[src/rtl/cke_tracker_pkg.sv]
package cke_tracker_pkg;

  typedef enum logic [2:0] {
    PS_IDLE    = 3'd0,
    PS_ACTIVE  = 3'd1,
    PS_SELFREF = 3'd2,
    PS_SRRECOV = 3'd3,
    PS_PWRDN   = 3'd4,
    PS_SUSPEND = 3'd5
  } pstate_t;

  function automatic logic is_awake(input pstate_t s);
    return (s == PS_IDLE) || (s == PS_ACTIVE);
  endfunction

endpackage

[src/rtl/cke_cmd_decode.sv]
module cke_cmd_decode (
  input  logic cs_n,
  input  logic ras_n,
  input  logic cas_n,
  input  logic we_n,
  output logic quiet,
  output logic refresh
);
  logic nop;

  always_comb begin
    nop     = !cs_n && ras_n && cas_n && we_n;
    quiet   = cs_n || nop;
    refresh = !cs_n && !ras_n && !cas_n && we_n;
  end
endmodule

[src/rtl/cke_window_counter.sv]
module cke_window_counter #(
  parameter int LOAD = 4
) (
  input  logic clk,
  input  logic rst,
  input  logic load,
  output logic busy,
  output logic busy_nxt
);
  localparam int W = (LOAD < 1) ? 1 : $clog2(LOAD + 1);
  localparam logic [W-1:0] LOAD_V = W'(LOAD);

  logic [W-1:0] cnt_q;
  logic [W-1:0] cnt_d;

  always_comb begin
    if (load)
      cnt_d = LOAD_V;
    else if (cnt_q != '0)
      cnt_d = cnt_q - 1'b1;
    else
      cnt_d = '0;
    busy     = (cnt_q != '0);
    busy_nxt = (cnt_d != '0);
  end

  always_ff @(posedge clk) begin
    if (rst)
      cnt_q <= '0;
    else
      cnt_q <= cnt_d;
  end
endmodule

[src/rtl/cke_mode_fsm.sv]
module cke_mode_fsm
  import cke_tracker_pkg::*;
(
  input  logic    clk,
  input  logic    rst,
  input  logic    cke,
  input  logic    quiet,
  input  logic    refresh,
  input  logic    banks_idle,
  input  logic    rc_busy,
  input  logic    rc_busy_nxt,
  input  logic    guard_busy,
  input  logic    guard_busy_nxt,
  output logic    sr_exit,
  output pstate_t mode_q,
  output logic    cmd_ok_q,
  output logic    err_q
);
  pstate_t nxt;
  pstate_t awake_nxt;
  logic    cke_prev_q;
  logic    bad;
  logic    cke_fall;
  logic    cke_rise;
  logic    cmd_ok_d;

  always_comb begin
    cke_fall  = cke_prev_q && !cke;
    cke_rise  = !cke_prev_q && cke;
    awake_nxt = banks_idle ? PS_IDLE : PS_ACTIVE;
    nxt       = mode_q;
    bad       = guard_busy && !quiet;
    sr_exit   = 1'b0;
    unique case (mode_q)
      PS_IDLE, PS_ACTIVE: begin
        if (cke_fall) begin
          if (refresh) begin
            if (banks_idle) begin
              nxt = PS_SELFREF;
            end else begin
              nxt = PS_SUSPEND;
              bad = 1'b1;
            end
          end else if (!banks_idle) begin
            nxt = PS_SUSPEND;
          end else if (quiet) begin
            nxt = PS_PWRDN;
          end else begin
            nxt = PS_IDLE;
            bad = 1'b1;
          end
        end else begin
          nxt = awake_nxt;
        end
      end
      PS_SELFREF: begin
        if (cke_rise) begin
          nxt     = PS_SRRECOV;
          sr_exit = 1'b1;
          if (!quiet) bad = 1'b1;
        end
      end
      PS_SRRECOV: begin
        if (!cke || !quiet) bad = 1'b1;
        if (!rc_busy || !rc_busy_nxt) nxt = PS_IDLE;
      end
      PS_PWRDN: begin
        if (cke_rise) begin
          nxt = PS_IDLE;
          if (!quiet) bad = 1'b1;
        end
      end
      PS_SUSPEND: begin
        if (cke) nxt = awake_nxt;
      end
      default: nxt = PS_IDLE;
    endcase
    cmd_ok_d = is_awake(nxt) && cke && !guard_busy_nxt && !rc_busy_nxt;
  end

  always_ff @(posedge clk) begin
    if (rst) begin
      mode_q     <= PS_IDLE;
      cke_prev_q <= 1'b1;
      err_q      <= 1'b0;
      cmd_ok_q   <= 1'b1;
    end else begin
      mode_q     <= nxt;
      cke_prev_q <= cke;
      err_q      <= err_q || bad;
      cmd_ok_q   <= cmd_ok_d;
    end
  end
endmodule

[src/rtl/sdram_cke_tracker.sv]
module sdram_cke_tracker
  import cke_tracker_pkg::*;
#(
  parameter int TRC   = 4,
  parameter int TSREX = 7
) (
  input  logic       clk,
  input  logic       rst,
  input  logic       cke,
  input  logic       cs_n,
  input  logic       ras_n,
  input  logic       cas_n,
  input  logic       we_n,
  input  logic       banks_idle,
  output logic [2:0] mode,
  output logic       cmd_ok,
  output logic       illegal_err
);
  logic    quiet;
  logic    refresh;
  logic    sr_exit;
  logic    rc_busy;
  logic    rc_busy_nxt;
  logic    guard_busy;
  logic    guard_busy_nxt;
  pstate_t mode_q;

  cke_cmd_decode u_dec (
    .cs_n    (cs_n),
    .ras_n   (ras_n),
    .cas_n   (cas_n),
    .we_n    (we_n),
    .quiet   (quiet),
    .refresh (refresh)
  );

  cke_window_counter #(.LOAD(TRC)) u_rc_timer (
    .clk      (clk),
    .rst      (rst),
    .load     (sr_exit),
    .busy     (rc_busy),
    .busy_nxt (rc_busy_nxt)
  );

  cke_window_counter #(.LOAD(TSREX)) u_exit_guard (
    .clk      (clk),
    .rst      (rst),
    .load     (sr_exit),
    .busy     (guard_busy),
    .busy_nxt (guard_busy_nxt)
  );

  cke_mode_fsm u_fsm (
    .clk            (clk),
    .rst            (rst),
    .cke            (cke),
    .quiet          (quiet),
    .refresh        (refresh),
    .banks_idle     (banks_idle),
    .rc_busy        (rc_busy),
    .rc_busy_nxt    (rc_busy_nxt),
    .guard_busy     (guard_busy),
    .guard_busy_nxt (guard_busy_nxt),
    .sr_exit        (sr_exit),
    .mode_q         (mode_q),
    .cmd_ok_q       (cmd_ok),
    .err_q          (illegal_err)
  );

  assign mode = mode_q;
endmodule

[config.mk]
export PLATFORM = sky130hd
export DESIGN_NAME = sdram_cke_tracker
export DESIGN_NICKNAME = d
export VERILOG_FILES = /design/src/rtl/cke_tracker_pkg.sv /design/src/rtl/cke_cmd_decode.sv /design/src/rtl/cke_window_counter.sv /design/src/rtl/cke_mode_fsm.sv /design/src/rtl/sdram_cke_tracker.sv
export SDC_FILE = /design/constraint.sdc
export NUM_CORES = 1
export LEC_CHECK = 0
export ABC_AREA = 1
export BUFFER_PORTS_ARGS = -buffer_cell sky130_fd_sc_hd__buf_2
export CAP_MARGIN = 20
export CORE_AREA = 2 2 39 41
export DETAILED_ROUTE_END_ITERATION = 16
export DIE_AREA = 0 0 41 43
export GPL_TIMING_DRIVEN = 1
export MAX_ROUTING_LAYER = met4
export PLACE_DENSITY = 0.74
export SYNTH_ARGS = -nofsm -noshare
export SYNTH_HDL_FRONTEND = slang
export SYNTH_SLANG_ARGS = --single-unit
[constraint.sdc]
create_clock -name clk -period 3 [get_ports clk]
set_input_delay 0.45 -clock clk [delete_from_list [all_inputs] [get_ports clk]]
set_output_delay 0.45 -clock clk [all_outputs]
set_load 0.05 [all_outputs]
### Word level (Yosys, flattened, before mapping)

Cells that the tools add are included.

* bits in registers: 12
* input bits: 8
* output and inout port bits: 5
* logic and storage cells: 73

* add/sub/neg operators: 2
* equal/unequal tests: 6
* muxes and demuxes: 25
* reduce and logical (&&, ||, !) cells: 34

Operator list (number)
* two-way mux 3 bit: 13
* one-hot mux 3 bit (5 select lines): 1
* logical AND 1 bit: 12
* nonzero test 3 bit: 4
* two-way mux 1 bit: 10
* logical NOT 1 bit: 9
* == test 3 x 1 -> 1 bit, second input constant: 2
* == test 3 x 2 -> 1 bit, second input constant: 2
* == test 3 bit, second input constant: 2
* logical NOT 3 bit: 2
* subtractor 3 x 1 -> 3 bit, second input constant: 2
* logical OR 1 bit: 5
* OR reduction 2 bit: 2
* one-hot mux 1 bit (3 select lines): 1

### Longest topological paths before layout

Gate-level depths: netlist of run 1.

* depth in word-level cells: 15
* depth in mapped cells: 10
* mapped depth without buffers: 10

### By module

A second synthesis of run 1 with hierarchy kept.

* cell total of the unflattened synthesis: 116
* area, all modules: 715.7 um2

Modules (own cells, without submodules)
* cke_mode_fsm: times used 1, cells an instance 64, area each 369.1 um2, sequential area each 120.1 um2
* cke_window_counter (u_exit_guard): times used 1, cells an instance 23, area each 175.2 um2, sequential area each 60.1 um2
* cke_window_counter (u_rc_timer): times used 1, cells an instance 21, area each 140.1 um2, sequential area each 60.1 um2
* cke_cmd_decode: times used 1, cells an instance 8, area each 31.3 um2, sequential area each 0.0 um2

### Worst setup path before layout of run 1

No wires, ideal clock.

* path kind: reg2reg
* start point: reg u_fsm.mode_q[2]
* end point: reg u_fsm.err_q
* library setup time: 0.109 ns
* data arrival time: 1.306 ns
* data required time: 2.891 ns
* slack: 1.584 ns
* stages on the path, launching flop included: 10
* buffers on the path: 0
* clock period less this slack: 1.416 ns
* cells stage by stage: dfxtp_1 -> inv_1 -> nand3_2 -> nand2_1 -> nand3_1 -> nand2_1 -> inv_1 -> nand3_1 -> nand2_1 -> inv_1

* cells in the longest elaborated chain, start to end: 4
* elaborated cells between the ends (all ways): 9
* those cells by class: eq/ne (4); mux (1); reduce/logical (4)

RTL lines
* start, declared: line cke_mode_fsm.sv:15 `output pstate_t mode_q,`
* start signal, assigned: line cke_mode_fsm.sv:88 `mode_q <= nxt;`
* == test 3 x 2 -> 1 bit (tied with other cells): line cke_mode_fsm.sv:34 `unique case (mode_q)`
* OR reduction 2 bit (on tied branches)
* one-hot mux 1 bit (3 select lines) (*): line cke_mode_fsm.sv:34
* logical OR 1 bit (*): line cke_mode_fsm.sv:90 `err_q <= err_q || bad;`
* end signal, assigned: line cke_mode_fsm.sv:90
* end, declared: line cke_mode_fsm.sv:17 `output logic err_q`

Mark *: on every way between the ends. The rest lies on a longest branch, timed or not.
A chain may end at the register's enable or synchronous reset.

### Worst setup path in the final report of run 1

* start point: reg u_fsm.mode_q[2]
* end point: out mode[2]

RTL lines
* end, declared: line sdram_cke_tracker.sv:15 `output logic [2:0] mode,`

No word-level cell between the ends.

==> key figures, run 1 <==
Floorplan
  – Core Area: 1380 sq um
  – Die area: between 1500 and 2000 sq um
  – Die Height: between 40 and 50 um
  – Initial Util: between 40 and 50%
  – Chip width: 41 um
  – Ports: 13
  – Site Rows: 14

Route
  – Vias: between 600 and 700
  – Residual DRC: 0
  – Uppermost routed layer: met4
  – Final WL: ~1400 um
  – Met3 routed WL: 55 um
  – Pre-antenna DRT Iters: 4
  – Met2 WL: 722 um
  – Vias per cell: 5.15
  – DRT iter0 DRCs: 31
  – Routed WL per cell: 11.0 um
  – Antenna Nets Post-Route: 0
  – DRT met1 WL: approximately 630 um

Cells and area
  – Non-Filler Instances: 131
  – Final #Nets: 124
  – Antenna Cells: 0
  – Design Area, Final: 785 sq um
  – Fill cells: about 150
  – Synthesis-to-finish area growth: 16.8%
  – Share of post-route cells with drive strength above 1: 24.3%

Timing
  – Final setup viols: 0
  – RSZ-0062 raised after global routing: no
  – Final Cycle Share: 51.0%
  – Fmax: 654 MHz
  – Slew @ Worst Pin: 0.281 ns
  – Fin Clk Skew: between 0.0015 and 0.002 ns
  – Max Slew Vio Count: 0
  – Worst setup margin: between 1 and 1.5 ns
  – Slew HR: between 80 and 90%
  – Final Hold Fails: 0
  – Setup TNS: 0 ns
  – Fin crit period: 1.53 ns

Min path
  – Hold Crit Start: rst
  – Worst hold path class: in2reg
  – Hold EP: u_rc_timer.cnt_q[2]$_SDFF_PP0_
  – Hold Path Stages: 2

Global route
  – Number of global-route vias before repair: 651
  – Initial antenna violation count: 0
  – Gr usage total: 21.3%
  – First-pass GRT wire length: 2460 um
  – Largest net degree at the start of global routing: 9
  – Overflow after GRT: 0

Synth
  – Biggest area consumer among synthesized cells: dfxtp_1
  – Top-area cell type share of the netlist area: 35.8%
  – Prevailing post-synth register cell: dfxtp_1
  – Register area share after synthesis: a little over a third
  – Synthesized area per cell: 6.72 sq um
  – Synth top area cells: dfxtp_1 36%, nand2_1 13%, inv_1 11%
  – Netlist cell types: 22
  – Synth cell count leaders: 24 x nand2_1, 20 x inv_1, 12 x dfxtp_1
  – Count leader, synth: nand2_1
  – Post-synth ARST share: 0%
  – Syn Inst Count: 100
  – Synth Warn #: 0
  – EDFF count, synth: 0
  – Number of synthesized register bits: 12
  – Syn_nets: 108
  – Post-Syn Area: about 670 sq um

Setup path
  – CP Capture Type: output pin
  – WP buf/inv: 1
  – CP arrival: 1.08 ns
  – Crit Path Category: reg2out
  – R2R Path Start: u_fsm.mode_q[2]$_SDFF_PP0_
  – CP peak stage delay: 0.48 ns
  – Reg-to-reg slack, setup: 1.80 ns
  – Crit Path Max Fanout: 8
  – Worst path top cell family by delay: flip-flops
  – R2r endpoint: u_fsm.cmd_ok_q$_SDFF_PP1_
  – CP cell instances: buf_2
  – Crit path launch type: register
  – Reg2reg path depth: 6
  – Critical-path top delay cell: dfxtp_1
  – Worst EP required: between 2 and 3 ns
  – Critical Path Start: u_fsm.mode_q[2]$_SDFF_PP0_

Power and ir drop
  – Pwr per Cell Area: 456 nW/um^2
  – Max VDD drop: 296 uV
  – Final Total Pwr: approximately 360 uW
  – Static leakage: 0.394 nW

Placed design
  – Final Wtd Congestion: 0.880
  – Port Buffers: 12
  – Placed Cells: 127
  – Pre-CTS WS: about 1.6 ns
  – Dpl cell area: about 750 sq um
  – Detailed placer's ending HPWL: 1150 um

Clocking
  – Worst-skew pair later-pin latency: 0.27 ns
  – Clock sinks: 12
  – Clock transition at path regs: roughly 0.07 ns
  – Post-CTS Setup Repair Bufs: 0
  – Total number of H-tree levels: 1
  – CTS Buffer Depth: 2
  – Cell at the root of the clock tree: clkbuf_4
  – TritonCTS clock tree: yes
  – Post-cts sizing count: 0
  – CTS Hold Bufs: 0
  – CTS Buf Count: 3

Flow run
  – Max-cap viol count: 0

Outcome
  – Status: complete, no violations
cells by family after synthesis:
kind of cell	Yosys count	share of synthesized area (%)
DFF	12	35.8
buffers and inverters	24	13.8
and+or+nand+nor	52	38.5
AOI/OAI and AO/OA	12	11.9
layer usage:
metal / global-route usage, % / vias up
met5: - / -
met4: 10.0 / 0
met2: 35.0 / 15
li1: - / 349
met3: 4.71 / 5
met1: 22.8 / 306
layout by cell type, fill, tap and decap left out:
| master | netlist | final |
|---|---|---|
| clkbuf_4 | 0 | 3 |
| nor4_1 | 1 | 1 |
| nor3_4 | 1 | 1 |
| nand3_2 | 1 | 1 |
| dfxtp_1 | 12 | 12 |
| a31oi_1 | 2 | 2 |
| inv_2 | 2 | 2 |
| o21ai_0 | 3 | 3 |
| inv_1 | 20 | 20 |
| a2111oi_2 | 1 | 1 |
| nand4_1 | 3 | 3 |
| nor2_4 | 1 | 1 |
| nand4_2 | 1 | 1 |
| clkbuf_8 | 0 | 1 |
| nor2_2 | 2 | 2 |
| o2111ai_1 | 1 | 1 |
| inv_4 | 1 | 1 |
| nor2_1 | 8 | 8 |
| a21oi_1 | 4 | 4 |
| buf_2 | 0 | 12 |
| or2_2 | 1 | 1 |
| nand2_1 | 24 | 24 |
| o21ai_2 | 1 | 1 |
| nand3_1 | 9 | 9 |
through the flow:
step	hold WS, ns	utilization [%]
4_1_cts	0.446	56.7
6_report	0.449	56.7
2_1_floorplan	0.415	-
3_3_place_gp	0.429	54.1
3_5_place_dp	0.446	54.1
5_1_grt	0.472	56.7
power breakdown:
| part | internal (mW) | leakage (nW) | switching, mW |
|---|---|---|---|
| Sequential | 0.165 | 0.0979 | 0.00545 |
| Combinational | 0.0173 | 0.276 | 0.0431 |
| Clock | 0.0738 | 0.0210 | 0.0536 |
| Total | 0.256 | 0.394 | 0.102 |
worst max-delay path by stage:
stage                           endpoint  slack [ns]  cells after the start
2_1_floorplan     u_fsm.err_q$_SDFF_PP0_        1.58                      9
3_3_place_gp   u_fsm.cmd_ok_q$_SDFF_PP1_        1.67                      7
3_5_place_dp   u_fsm.cmd_ok_q$_SDFF_PP1_        1.65                      7
4_1_cts                          mode[2]        1.48                      1
5_1_grt                          mode[2]        1.43                      1
6_report                         mode[2]        1.47                      1
area by class of cell:
cell class                      count  area (sq um)  area share, %
Sequential cell                    12           240           30.6
Tap cell                           16          20.0           2.55
Clock buffer                        4          36.3           4.63
Inverter                           23          88.8           11.3
Timing Repair Buffer               12          60.1           7.66
Multi-Input combinational cell     64           339           43.2
state kept, by name, summed over array words and instances (netlist names):
signal,flops
u_exit_guard.cnt_q,3
u_fsm.mode_q,3
u_rc_timer.cnt_q,3
u_fsm.cke_prev_q,1
u_fsm.cmd_ok_q,1
u_fsm.err_q,1
(Power assumes the default switching activity.)
==> inputs of run 2 (changes only) <==
--- a/config.mk
+++ b/config.mk
@@ -8,12 +8,12 @@
 export ABC_AREA = 1
 export BUFFER_PORTS_ARGS = -buffer_cell sky130_fd_sc_hd__buf_2
 export CAP_MARGIN = 20
-export CORE_AREA = 2 2 39 41
+export CORE_MARGIN = 2
+export CORE_UTILIZATION = 46
 export DETAILED_ROUTE_END_ITERATION = 16
-export DIE_AREA = 0 0 41 43
 export GPL_TIMING_DRIVEN = 1
 export MAX_ROUTING_LAYER = met4
-export PLACE_DENSITY = 0.74
+export PLACE_DENSITY = 0.71
 export SYNTH_ARGS = -nofsm -noshare
 export SYNTH_HDL_FRONTEND = slang
 export SYNTH_SLANG_ARGS = --single-unit
==> constraint.sdc (replaced) <==
create_clock -name clk -period 1.2 [get_ports clk]
set_input_delay 0.18 -clock clk [delete_from_list [all_inputs] [get_ports clk]]
set_output_delay 0.18 -clock clk [all_outputs]
set_load 0.05 [all_outputs]
==> key figures, run 2 (synthesis results as in run 1) <==
Clocking
  – Worst-skew pair later-pin latency: around 0.28 ns
  – CTS Hold Bufs: 0
  – Clock sinks: 12
  – CTS Buf Count: 3
  – Cell at the root of the clock tree: clkbuf_4
  – Total number of H-tree levels: 1
  – CTS Buffer Depth: 2
  – TritonCTS clock tree: yes
  – Clock transition at path regs: 0.07 ns

Route
  – Routed WL per cell: 11.2 um
  – Vias: around 670
  – DRT iter0 DRCs: 22
  – Antenna Nets Post-Route: 0
  – Residual DRC: 0
  – Vias per cell: 5.15
  – Final WL: approximately 1500 um
  – Pre-antenna DRT Iters: 4

Timing
  – Final Cycle Share: 95.6%
  – Final Hold Fails: 0
  – Fin crit period: 1.15 ns
  – Final setup viols: 0
  – Slew @ Worst Pin: approximately 0.24 ns
  – Final hold slack: 0.176 ns
  – Slew HR: 83.9%
  – Worst setup margin: 0.0522 ns
  – RSZ-0062 raised after global routing: yes
  – Max Slew Vio Count: 0
  – Fin Clk Skew: 0.00645 ns
  – Fmax: 871 MHz

Global route
  – Number of global-route vias before repair: 607
  – First-pass GRT wire length: 2620 um
  – Overflow after GRT: 0
  – Initial antenna violation count: 0
  – Gr usage total: 19.5%
  – Largest net degree at the start of global routing: 9

Floorplan
  – Site Rows: 13
  – Initial Util: between 50 and 60%
  – Die Height: roughly 42 um
  – Chip width: roughly 42 um
  – Ports: 13
  – Die area: about 1800 sq um
  – Core Area: 1330 sq um

Cells and area
  – Synthesis-to-finish area growth: 17.5%
  – Multi-input logic area: 344 sq um
  – Largest regs: u_exit_guard.cnt_q x3, u_fsm.mode_q x3, u_rc_timer.cnt_q x3
  – Final #Nets: 125
  – Commonest non-fill, non-tap cell in the layout: nand2_1
  – Fill cells: 156
  – Fin util: 59.2%
  – Seq. cell area: between 200 and 250 sq um
  – Most frequent cells in the layout: 24 x nand2_1, 19 x inv_1, 12 x buf_2
  – Share of post-route cells with drive strength above 1: roughly 30%
  – Antenna Cells: 0

Setup path
  – CP arrival: 0.97 ns
  – Worst EP required: 1.02 ns
  – Reg2reg path depth: 6
  – WP buf/inv: 1
  – Critical-path top delay cell: dfxtp_2
  – Crit Path Category: reg2out
  – CP peak stage delay: ~0.4 ns
  – Stages on worst setup path: 1
  – CP Capture Type: output pin
  – Crit path launch type: register
  – CP cell instances: buf_2
  – Worst path top cell family by delay: flip-flops
  – Crit Path Max Fanout: 8

Power and ir drop
  – Static leakage: 0.396 nW
  – Max VDD drop: 549 uV
  – Final Total Pwr: 826 uW
  – Pwr per Cell Area: 1050 nW/um^2

Flow run
  – Max-cap viol count: 0

Min path
  – Worst hold path class: in2reg
  – Hold Path Stages: 2

Placed design
  – Final Wtd Congestion: roughly 0.8
  – Pre-CTS WS: 0.0829 ns
  – Port Buffers: 12
  – Detailed placer's ending HPWL: 1140 um

Outcome
  – Status: complete, no violations
==> run 2: cell types whose count changed in the layout (fill, tap and decap cells not counted), sizes merged <==
cell	before	now
clkbuf	4	3
buf	12	13
==> run 2: final timing paths <==
check	from	end	slack, ns
min	rst	u_fsm.mode_q[0]$_SDFF_PP0_	0.18
min reg2reg	u_rc_timer.cnt_q[0]$_SDFF_PP0_	u_rc_timer.cnt_q[0]$_SDFF_PP0_	0.45
max	u_fsm.mode_q[2]$_SDFF_PP0_	mode[2]	0.05
max reg2reg	u_fsm.mode_q[1]$_SDFF_PP0_	u_fsm.cmd_ok_q$_SDFF_PP1_	0.12
==> run 2: per-layer routing <==
metal | vias up | global-route usage, % | wire, um
li1 | 350 | - | -
met1 | 293 | 25.6 | 695
met2 | 19 | 28.3 | 644
met3 | 7 | 2.59 | 72
met4 | 0 | 11.3 | 43
met5 | - | - | 0
==> run 2: metrics by stage <==
stage / instance area [sq um] / setup TNS (ns) / std cells
6_report: 790 / 0 / 130
5_1_grt: 790 / -0.000968 / 130
4_1_cts: 773 / 0 / 129
3_5_place_dp: 751 / 0 / 126
3_3_place_gp: 751 / 0 / 126
2_1_floorplan: 676 / 0 / 100
==> run 2: area by class of cell <==
cell class              instances  share of cell area (%)
multi-input cells              64                    43.6
flip-flops and latches         12                    31.4
inverters                      23                    11.3
repair buffers                 13                    8.56
clock buffers                   3                    2.85
well taps                      15                    2.38
==> run 2: power by group <==
part	total, mW	internal [mW]	switching, mW
Clock	0.247	0.116	0.131
Combinational	0.154	0.0440	0.110
Sequential	0.425	0.411	0.0135
Total	0.826	0.572	0.254
==> run 2: timing repair <==
action	CTS	global route
buffers inserted	0	1
gates resized for setup	0	5
endpoints found under the setup margin	0	2
==> inputs of run 3 (changes only) <==
--- a/config.mk
+++ b/config.mk
@@ -5,12 +5,12 @@
 export SDC_FILE = /design/constraint.sdc
 export NUM_CORES = 1
 export LEC_CHECK = 0
-export ABC_AREA = 1
 export BUFFER_PORTS_ARGS = -buffer_cell sky130_fd_sc_hd__buf_2
 export CAP_MARGIN = 20
-export CORE_MARGIN = 2
-export CORE_UTILIZATION = 46
+export CORE_AREA = 2 2 39 41
+export CTS_BUF_LIST = sky130_fd_sc_hd__clkbuf_2
 export DETAILED_ROUTE_END_ITERATION = 16
+export DIE_AREA = 0 0 41 43
 export GPL_TIMING_DRIVEN = 1
 export MAX_ROUTING_LAYER = met4
 export PLACE_DENSITY = 0.71
==> key figures, run 3 <==
Route
  – Residual DRC: 0
  – Pre-antenna DRT Iters: 3
  – Antenna Nets Post-Route: 0
  – Routed WL per cell: about 14 um
  – Vias per cell: between 5 and 6
  – DRT iter0 DRCs: 6
  – Vias: 632
  – Final WL: ~1600 um

Timing
  – Final Cycle Share: 119%
  – Fmax: 698 MHz
  – Max Slew Vio Count: 0
  – Setup TNS: -1.47 ns
  – Slew @ Worst Pin: 0.331 ns
  – Slew HR: 77.8%
  – Final setup viols: 11
  – Fin Clk Skew: about 0.0096 ns
  – RSZ-0062 raised after global routing: yes
  – Final Hold Fails: 0
  – Worst setup margin: -0.232 ns
  – Fin crit period: 1.43 ns

Setup path
  – CP arrival: 1.60 ns
  – CP peak stage delay: 0.42 ns
  – Crit path launch type: register
  – Crit Path Max Fanout: 3
  – Critical Path Start: u_fsm.cke_prev_q$_SDFF_PP1_
  – CP Capture Type: register
  – R2r endpoint: u_fsm.cmd_ok_q$_SDFF_PP1_
  – CP cell instances: or3b_4, or3_4, a41oi_2, nor3_1
  – Reg2reg path depth: 4
  – R2R Path Start: u_fsm.cke_prev_q$_SDFF_PP1_
  – Worst EP required: 1.37 ns
  – Reg-to-reg slack, setup: -0.23 ns
  – Critical-path top delay cell: or3b_4
  – Crit Path Category: reg2reg

Cells and area
  – Final #Nets: 105
  – Most frequent cells in the layout: 9 x buf_2, 8 x buf_4, 8 x dfxtp_1
  – Largest regs: u_exit_guard.cnt_q x3, u_fsm.mode_q x3, u_rc_timer.cnt_q x3
  – Non-Filler Instances: 112
  – Share of post-route cells with drive strength above 1: 50.0%
  – Antenna Cells: 0
  – Commonest non-fill, non-tap cell in the layout: buf_2
  – Synthesis-to-finish area growth: 42.3%

Clocking
  – Clock sinks: 12
  – Clock transition at path regs: roughly 0.11 ns
  – Cell at the root of the clock tree: clkbuf_2
  – CTS Hold Bufs: 0
  – Total number of H-tree levels: 1
  – Worst-skew pair later-pin latency: 0.26 ns
  – CTS Buf Count: 3
  – TritonCTS clock tree: yes
  – Post-CTS Setup Repair Bufs: 0
  – CTS Buffer Depth: 2

Min path
  – Hold Path Stages: 4
  – Hold EP: u_fsm.err_q$_SDFF_PP0_
  – Worst hold path class: in2reg
  – Hold Crit Start: cs_n

Placed design
  – Port Buffers: 12
  – Placed Cells: 108
  – Pre-CTS WS: -0.243 ns
  – Final Wtd Congestion: 0.905

Power and ir drop
  – Max VDD drop: 583 uV
  – Final Total Pwr: 836 uW
  – Pwr per Cell Area: 968 nW/um^2
  – Static leakage: approximately 0.34 nW

Floorplan
  – Ports: 13
  – Site Rows: 14
  – Chip width: just over 40 um
  – Die area: 1760 sq um
  – Initial Util: a little over two fifths
  – Core Area: around 1400 sq um
  – Die Height: between 40 and 50 um

Synth
  – Register area share after synthesis: 39.6%
  – EDFF count, synth: 0
  – Biggest area consumer among synthesized cells: dfxtp_1
  – Syn_nets: 80
  – Syn Inst Count: 72
  – Post-Syn Area: 607 sq um
  – Post-synth ARST share: 0%
  – Count leader, synth: dfxtp_1
  – Top-area cell type share of the netlist area: 39.6%
  – Synth top area cells: dfxtp_1 40%, a21oi_1 6.6%, nor2_1 4.9%
  – Synth cell count leaders: 12 x dfxtp_1, 8 x a21oi_1, 8 x nor2_1
  – Prevailing post-synth register cell: dfxtp_1
  – Number of synthesized register bits: 12
  – Netlist cell types: 31
  – Synth Warn #: 0
  – Synthesized area per cell: 8.43 sq um

Outcome
  – Failing checks: setup timing
  – Status: complete, but fails checks

Global route
  – Overflow after GRT: 0
  – Initial antenna violation count: 0
  – Largest net degree at the start of global routing: 14
  – Gr usage total: 22.1%
  – Number of global-route vias before repair: approximately 630
  – First-pass GRT wire length: 2570 um

Flow run
  – Max-cap viol count: 0
## run 3: logic make-up (layout without fill, tap and decap cells)
group	Yosys count	in the layout	synth area share (%)
AOI/OAI and AO/OA	24	24	25.6
buffers and inverters	6	30	4.12
DFF	12	12	39.6
muxes	1	1	1.65
and+or+nand+nor	29	29	29.1
## run 3: worst max-delay path by stage
stage                                 to  slack, ns  cells after the start
4_1_cts        u_fsm.cmd_ok_q$_SDFF_PP1_      -0.24                      4
5_1_grt        u_fsm.cmd_ok_q$_SDFF_PP1_      -0.26                      4
2_1_floorplan  u_fsm.cmd_ok_q$_SDFF_PP1_      -0.31                      5
3_5_place_dp   u_fsm.cmd_ok_q$_SDFF_PP1_      -0.24                      4
3_3_place_gp   u_fsm.cmd_ok_q$_SDFF_PP1_      -0.22                      4
6_report       u_fsm.cmd_ok_q$_SDFF_PP1_      -0.23                      4
## run 3: area by class of cell
class / instances / area, sq um
fill: 122 / 520
multi-input combinational: 54 / 387
sequential: 12 / 253
timing repair buffer: 23 / 173
clock buffer: 4 / 20.0
tap: 16 / 20.0
inverter: 3 / 11.3
## run 3: report_power, final
group / internal, mW / switching (mW)
clock network: 0.0884 / 0.125
logic: 0.0783 / 0.123
registers: 0.412 / 0.00866
total: 0.578 / 0.257
## run 3: stage by stage
stage	util, %	hold slack [ns]	cell area (sq um)
after detailed placement	56.8	0.454	786
after floorplan	-	0.287	649
after global placement	56.8	0.451	786
final	62.4	0.268	863
after global routing	62.4	0.250	863
after CTS	61.2	0.260	847
## run 3: what timing repair did
action	in CTS	in global routing
resized for setup	13	5
endpoints found under the hold margin	0	0
pin swaps	7	5
endpoints found under the setup margin	14	14
## run 3: critical path, delay by kind of cell, from the launching register on
| kind | cells | cell delay (ns) |
|---|---|---|
| AND/OR/NAND/NOR | 3 | 0.83 |
| AO/OA/AOI/OAI | 1 | 0.16 |
| flip-flops | 1 | 0.35 |
## run 3: layer usage
metal	GRT usage (%)	vias up	share of wire, %
li1	-	313	-
met1	23.0	305	39
met2	38.1	12	57
met3	7.85	2	3.0
met4	4.00	0	0.32
met5	-	-	0
